--- src/rtl/logmap_pkg.sv ---
package logmap_pkg;
    typedef enum logic [1:0] {
        S_IDLE  = 2'd0,
        S_MUL_A = 2'd1,
        S_MUL_B = 2'd2
    } gen_state_t;
endpackage

--- src/rtl/logmap_tick.sv ---
module logmap_tick #(
    parameter int DIV = 4
) (
    input  logic clk,
    input  logic rst_n,
    input  logic restart,
    input  logic run,
    output logic tick
);
    localparam int CW = (DIV > 1) ? $clog2(DIV) : 1;
    localparam logic [CW-1:0] LAST = CW'(DIV - 1);

    logic [CW-1:0] cnt_q;

    always_ff @(posedge clk or negedge rst_n) begin
        if (!rst_n)
            cnt_q <= '0;
        else if (restart || cnt_q == LAST)
            cnt_q <= '0;
        else
            cnt_q <= cnt_q + 1'b1;
    end

    assign tick = run && (cnt_q == LAST);


    tick_gap_chk: assert property (@(posedge clk) disable iff (!rst_n)
        tick |=> !tick);
endmodule

--- src/rtl/logmap_mul.sv ---
module logmap_mul #(
    parameter int FRAC_W = 17,
    parameter int INT_W  = 2
) (
    input  logic                      first_half,
    input  logic [INT_W+FRAC_W-1:0]   mu,
    input  logic [FRAC_W-1:0]         x,
    input  logic [INT_W+FRAC_W-1:0]   partial,
    output logic [INT_W+FRAC_W-1:0]   result
);
    localparam int AW = INT_W + FRAC_W;
    localparam int BW = FRAC_W + 1;
    localparam int PW = AW + BW;
    localparam logic [BW-1:0] ONE = {1'b1, {FRAC_W{1'b0}}};

    logic [AW-1:0] op_a;
    logic [BW-1:0] op_b;
    logic [PW-1:0] full;

    always_comb begin
        if (first_half) begin
            op_a = mu;
            op_b = {1'b0, x};
        end else begin
            op_a = partial;
            op_b = ONE - {1'b0, x};
        end
        full   = PW'(op_a) * PW'(op_b);
        result = full[FRAC_W +: AW];
    end
endmodule

--- src/rtl/logmap_bitgen.sv ---
module logmap_bitgen
    import logmap_pkg::*;
#(
    parameter int FRAC_W = 17,
    parameter int INT_W  = 2,
    parameter int DIV    = 4
) (
    input  logic                     clk,
    input  logic                     rst_n,
    input  logic                     load,
    input  logic [INT_W+FRAC_W-1:0]  mu_in,
    input  logic [FRAC_W-1:0]        x0_in,
    output logic [FRAC_W-1:0]        word_out,
    output logic                     word_valid
);
    localparam int MW = INT_W + FRAC_W;

    gen_state_t       state_q, state_d;
    logic [MW-1:0]    mu_q;
    logic [FRAC_W-1:0] x_q;
    logic [MW-1:0]    part_q;
    logic [MW-1:0]    mul_res;
    logic             tick;

    logmap_tick #(.DIV(DIV)) u_tick (
        .clk     (clk),
        .rst_n   (rst_n),
        .restart (load),
        .run     (state_q != S_IDLE),
        .tick    (tick)
    );

    logmap_mul #(.FRAC_W(FRAC_W), .INT_W(INT_W)) u_mul (
        .first_half (state_q == S_MUL_A),
        .mu         (mu_q),
        .x          (x_q),
        .partial    (part_q),
        .result     (mul_res)
    );

    always_ff @(posedge clk or negedge rst_n) begin
        if (!rst_n) state_q <= S_IDLE;
        else        state_q <= state_d;
    end

    always_comb begin
        state_d = state_q;
        if (load) begin
            state_d = S_MUL_A;
        end else begin
            unique case (state_q)
                S_IDLE:  state_d = S_IDLE;
                S_MUL_A: if (tick) state_d = S_MUL_B;
                S_MUL_B: if (tick) state_d = S_MUL_A;
                default: state_d = S_IDLE;
            endcase
        end
    end

    always_ff @(posedge clk or negedge rst_n) begin
        if (!rst_n) begin
            mu_q       <= '0;
            x_q        <= '0;
            part_q     <= '0;
            word_out   <= '0;
            word_valid <= 1'b0;
        end else begin
            word_valid <= 1'b0;
            if (load) begin
                mu_q   <= mu_in;
                x_q    <= x0_in;
                part_q <= '0;
            end else if (tick) begin
                unique case (state_q)
                    S_MUL_A: part_q <= mul_res;
                    S_MUL_B: begin
                        x_q        <= mul_res[FRAC_W-1:0];
                        word_out   <= mul_res[FRAC_W-1:0];
                        word_valid <= 1'b1;
                    end
                    default: ;
                endcase
            end
        end
    end


    valid_single_chk: assert property (@(posedge clk) disable iff (!rst_n)
        word_valid |=> !word_valid);

    load_quiet_chk: assert property (@(posedge clk) disable iff (!rst_n)
        load |=> !word_valid);

    word_hold_chk: assert property (@(posedge clk) disable iff (!rst_n)
        !load |=> (word_valid || $stable(word_out)));

    idle_quiet_chk: assert property (@(posedge clk) disable iff (!rst_n)
        (state_q == S_IDLE) |-> !word_valid);

    valid_phase_chk: assert property (@(posedge clk) disable iff (!rst_n)
        word_valid |-> (state_q == S_MUL_A));
endmodule

--- config.mk ---
export PLATFORM = sky130hd
export DESIGN_NAME = logmap_bitgen
export DESIGN_NICKNAME = d
export VERILOG_FILES = /design/src/rtl/logmap_pkg.sv /design/src/rtl/logmap_tick.sv /design/src/rtl/logmap_mul.sv /design/src/rtl/logmap_bitgen.sv
export SDC_FILE = /design/constraint.sdc
export NUM_CORES = 1
export LEC_CHECK = 0
export ABC_AREA = 1
export BUFFER_PORTS_ARGS = -buffer_cell sky130_fd_sc_hd__buf_2
export CORE_ASPECT_RATIO = 0.9
export CORE_MARGIN = 10
export CORE_UTILIZATION = 70
export DETAILED_ROUTE_END_ITERATION = 7
export MAX_ROUTING_LAYER = met4
export PLACE_DENSITY = 0.89
export SLEW_MARGIN = 15
export SYNTH_ARGS = -nofsm -noshare
export SYNTH_HDL_FRONTEND = slang
export SYNTH_SLANG_ARGS = --single-unit
export TNS_END_PERCENT = 1
--- constraint.sdc ---
create_clock -name clk -period 16 [get_ports clk]
set_input_delay 1.6 -clock clk [delete_from_list [all_inputs] [get_ports clk]]
set_output_delay 1.6 -clock clk [all_outputs]
set_load 0.005 [all_outputs]
# ---- After elaboration in Yosys (flattened, before gate mapping)
# Cells that the tools add are included.
dict set report classes {
  add_sub_neg 2
  mul 1
  n_eq_ne 5
  mux 16
  bitwise_logic 1
  reduce_logical 10
}
# operator n
set ops {}
lappend ops {{19-bit two-way mux} 4}
lappend ops {{17-bit two-way mux} 3}
lappend ops {{19-bit by 18-bit multiplier with 36-bit output} 1}
lappend ops {{18-bit two-way mux} 1}
lappend ops {{18-bit by 17-bit subtractor with 18-bit output (first input constant)} 1}
lappend ops {{2-bit two-way mux} 4}
lappend ops {{2-bit nonzero test} 4}
lappend ops {{3-bit != test (second input constant)} 2}
lappend ops {{2-bit AND reduction} 3}
lappend ops {{2-bit == test (second input constant)} 2}
lappend ops {{2-bit one-hot mux with 2 select lines} 1}
lappend ops {{1-bit two-way mux} 3}
lappend ops {{3-bit AND reduction} 1}
lappend ops {{2-bit by 1-bit adder with 2-bit output (second input constant)} 1}
lappend ops {{2-bit by 1-bit == test with 1-bit output (second input constant)} 1}
lappend ops {{1-bit logical AND} 1}
lappend ops {{1-bit logical OR} 1}
lappend ops {{1-bit NOT} 1}
dict set report totals {
  register_bits 77
  inputBits 39
  output_inout_bits 18
  word_cells 42
}

# ---- Logic depth before layout (Yosys ltp)
dict set report depth {
  depth_word 6
  ltp_mapped 38
  depth_no_buf 36
}

# ---- By module
# Synthesis repeated with hierarchy kept, for this count alone.
dict set report unflattened {
  cells_unflattened 2101
  area_unflattened_um2 15717.6
}
# module instances cells_per_inst area_each_um2 seq_area_each_um2
set modules_own_cells {}
lappend modules_own_cells {logmap_mul 1 1684 12346.8 0.0}
lappend modules_own_cells {logmap_bitgen 1 406 3278.1 1876.8}
lappend modules_own_cells {logmap_tick 1 11 92.6 50.0}

# ---- Least setup slack after synthesis
# OpenSTA, ideal clock, no wires.
dict set report synth_timing {
  path_type {register to register}
  start {register x_q[0]}
  end {register word_out[5]}
  setup_ps 119
  arrival_time_ps 6087
  required_ps 15881
  setup_slack_ps 9794
  stages_incl_launch_ff 31
  n_path_buf 2
  synth_period_minus_slack_ps 6206
  cell_sequence {dfrtp_1 buf_6 inv_2 ha_1 nand3_2 inv_2 nand2_2 nor3_4 nand2_2 nand2_1 xor2_2 buf_4 nand2_1 fa_1 inv_1 fa_1 fa_1 fa_1 fa_1 inv_1 fa_1 inv_1 ha_1 nand2_1 inv_1 nand2_1 nor3_1 nand4_1 nand4_1 nand3_1 o21a_1}
}
dict set report synth_between {
  elab_chain_cells 3
}
# element line
set synth_rtl {}
lappend synth_rtl {{start, declared} logmap_bitgen.sv:20} ;# logic [FRAC_W-1:0] x_q;
lappend synth_rtl {{start signal, assigned} logmap_bitgen.sv:71} ;# x_q <= x0_in;
lappend synth_rtl {{start signal, assigned} logmap_bitgen.sv:77} ;# x_q <= mul_res[FRAC_W-1:0];
lappend synth_rtl {{18-bit by 17-bit subtractor with 18-bit output} logmap_mul.sv:26} ;# op_b = ONE - {1'b0, x};
lappend synth_rtl {{18-bit two-way mux (*)} logmap_mul.sv:21} ;# if (first_half) begin
lappend synth_rtl {{19-bit by 18-bit multiplier with 36-bit output (*)} logmap_mul.sv:28} ;# full = PW'(op_a) * PW'(op_b);
lappend synth_rtl {{end signal, assigned} logmap_bitgen.sv:78} ;# word_out <= mul_res[FRAC_W-1:0];
lappend synth_rtl {{end, declared} logmap_bitgen.sv:13} ;# output logic [FRAC_W-1:0] word_out,
# Mark *: on every way between the ends. The rest lies on a longest branch, timed or not.
# A chain may end at the register's enable or synchronous reset.

# ---- Worst setup path in the final report
dict set report layout_timing {
  start {register state_q[0]}
  end {register word_out[5]}
}
dict set report layout_between {
  elab_chain_cells 3
  elab_cells_between_ends 8
  cone_classes {mul (1); eq/ne (2); mux (2); reduce/logical (3)}
}
# element line
set layout_rtl {}
lappend layout_rtl {{start, declared} logmap_bitgen.sv:18} ;# gen_state_t state_q, state_d;
lappend layout_rtl {{start signal, assigned} logmap_bitgen.sv:43} ;# else state_q <= state_d;
lappend layout_rtl {{2-bit by 1-bit == test with 1-bit output / 2-bit nonzero test (equally long branches)} {logmap_bitgen.sv:34, logmap_bitgen.sv:29}}
lappend layout_rtl {{19-bit two-way mux (tied with other cells)} logmap_mul.sv:21}
lappend layout_rtl {{19-bit by 18-bit multiplier with 36-bit output / 3-bit AND reduction (equally long branches)} --}
# Parallel ways exist; a longest one is shown, timed or not.

==> results.toml <==
[status]
outcome = "complete, no violations"

[sta]
fin_tns_setup_ns = 0
fmax_mhz = 123
slew-limit-headroom_pct = 22.9
hold_viol_final = 0
period_needed_ns = 8.14
skew_ns = 0.00746
rsz0062_at_grt = "false"
worstMarginPinSlew_ns = 1.15
final-max-slew-violation-count = 0
fin_crit_sh_pct = 50.9
setup_viol = 0

[grt]
grt_use_total_pct = 34.4
grt_max_degree = 78
grt_overflow = 0
grt_pass1_vias = 13764
grt_pass1_wl_um = 73600
antenna_found_initial = 0

[final_layout]
multi_input_area_sq_um = 11000
regArea_sq_um = 1930
drive_above_1_share_pct = 5.84
num-fill-cells = 1612
nets = 2445
area_growth_pct = 5.25

[clocking]
cts_hold_buf = 0
clockRootBuffer = "clkbuf_16"
numCtsBuffers = 9
htree_levels = 3
cts_resized = 0
clock_path_buffers = 2
cts_tree = "built"
post_cts_buffers = 0
clk_latency_ns = 0.34
cts_sinks = 77
clk_pin_slew_ns = 0.07

[synthesis]
synth_seq_cells = 77
syn_avg_cell_area_sq_um = 7.56
seq_area_frac_synth_pct = 12.7
synth_top_area_cell = "fa_1"
synth_ff_type = "dfrtp_1"
syn-num-nets = 2416
synth-edff-count = 0
synth_warnings = 0
synth.most_common_cell = "nand2_1"
synthArstFlopShare_pct = 100
synth_area_leaders = "fa_1, nand2_1, dfrtp_1"
yosysUniqueCellTypes = 43
synth_cells = 2002
synth_area_sq_um = 15100
ys_top_cells_by_count = "nand2_1, inv_1, fa_1"
synth_top_area_share_pct = 35.6

[detailed_routing]
via_per_inst = 5.81
drt_iter0_drc = 1583
routedWlPerCell_um = 19.9
vias = 13486
firstDrtPassIters = 6
ant_nets = 0
routed_wl_um = 46100
drc = 0

[critical_path]
path_max_fanout = 28
crit_type = "reg2reg"
arrival_ns = 8.37
required_ns = 16.23
crit_path_start_kind = "flop"
cp-end-kind = "flop"

[place]
routabilityCongestion = 1.08
port-buffer-count = 56
dp_hpwl_um = 37400

[floorplan]
die_w_um = 175
io_pins = 57
fp.dieArea_sq_um = 27900
dieHeight_um = 159
core_sq_um = 21000
rows = 50
start_util_pct = 72.0

[run]
maxCapViolCount = 0

[worst_hold_path]
hold_path_class = "reg2reg"
state kept, by name (all words and copies together), names as in the netlist:
register	count
u_tick.cnt_q	2
part_q	19
word_out	17
word_valid	1
mu_q	19
state_q	2
x_q	17
cells by family after synthesis:
family,after synthesis,synth area share (%)
AO/OA/AOI/OAI,136,5.06
XOR/XNOR,14,1.03
adder cells (fa/ha/maj),375,44.4
flip-flops,77,12.7
buffers and inverters,555,14.2
AND/OR/NAND/NOR,845,22.6
cells in the final DEF (no fill, tap or decap), types with 2 or more instances in the layout:
cell | netlist | routed
a211o_1 | 2 | 2
a21oi_1 | 36 | 36
buf_2 | 20 | 55
buf_4 | 4 | 16
clkbuf_16 | 0 | 9
clkinv_1 | 6 | 6
dfrtp_1 | 77 | 77
fa_1 | 269 | 269
ha_1 | 106 | 106
inv_1 | 488 | 488
inv_2 | 8 | 8
inv_6 | 0 | 3
nand2_1 | 525 | 525
nand2_2 | 4 | 4
nand3_1 | 96 | 96
nand3_2 | 3 | 3
nand3b_1 | 2 | 2
nand4_1 | 7 | 7
nor2_1 | 186 | 185
nor2_2 | 2 | 3
nor3_1 | 8 | 8
nor4_1 | 4 | 4
o21a_1 | 5 | 5
o21ai_0 | 60 | 60
o21ai_1 | 4 | 4
o21ai_2 | 5 | 5
o21bai_1 | 3 | 3
o22ai_1 | 17 | 17
or2_2 | 2 | 2
xnor2_1 | 5 | 5
xor2_1 | 6 | 6
xor2_2 | 2 | 2
critical path: stages, from the launching register on:
cell and delay (ns):
dfrtp_1 0.41, nand2_2 0.42, inv_1 0.35, or2_2 0.37, o21ai_1 0.47, inv_1 0.58, nand2_1 0.24, fa_1 0.43
inv_1 0.09, fa_1 0.44, fa_1 0.45, fa_1 0.51, fa_1 0.50, inv_1 0.05, fa_1 0.49, inv_1 0.05
ha_1 0.39, nand2_1 0.20, inv_1 0.10, nand2_1 0.06, nor3_1 0.51, nand4_1 0.33, nand4_1 0.21, nand3_1 0.19
o21a_1 0.17
per-layer routing:
layer | wire (um) | vias up | track usage [%]
li1 | - | 5941 | -
met1 | 17000 | 6498 | 43.2
met2 | 21500 | 887 | 53.7
met3 | 5470 | 160 | 7.89
met4 | 2140 | 0 | 12.6
met5 | 0 | - | -
through the flow:
step	std cells	utilization [%]	hold slack, ns	setup WS, ns	area [sq um]
after floorplan	2002	-	0.407	9.79	15100
after global routing	2322	75.7	0.457	7.51	15900
final	2323	75.7	0.433	7.86	15900
after detailed placement	2306	74.3	0.426	8.10	15600
after global placement	2306	74.3	0.423	8.08	15600
after CTS	2322	75.7	0.435	8.06	15900
final cells by class:
class / instances / area share [%]
Antenna cell: 1 / 0.0157
Clock inverter: 7 / 0.503
Multi-Input combinational cell: 1370 / 69.4
Clock buffer: 9 / 1.41
Tap cell: 286 / 2.25
Timing Repair Buffer: 71 / 2.48
Inverter: 502 / 11.8
Sequential cell: 77 / 12.1
final timing paths:
path | startpoint | slack, ns | cells past startpoint | to
max in group asynchronous | rst_n | 13.95 | 1 | x_q[0]
worst min-delay path | u_tick.cnt_q[0] | 0.43 | 1 | u_tick.cnt_q[0]
worst max-delay path | state_q[0] | 7.86 | 24 | word_out[5]
worst max register to register | state_q[0] | 7.86 | 24 | word_out[5]
min in group asynchronous | rst_n | 1.41 | 1 | u_tick.cnt_q[1]
worst min register to register | u_tick.cnt_q[0] | 0.43 | 1 | u_tick.cnt_q[0]
Power is left out: the tool's default activity adds up to more than one toggle a clock period on the data nets, which glitch-free logic cannot reach.
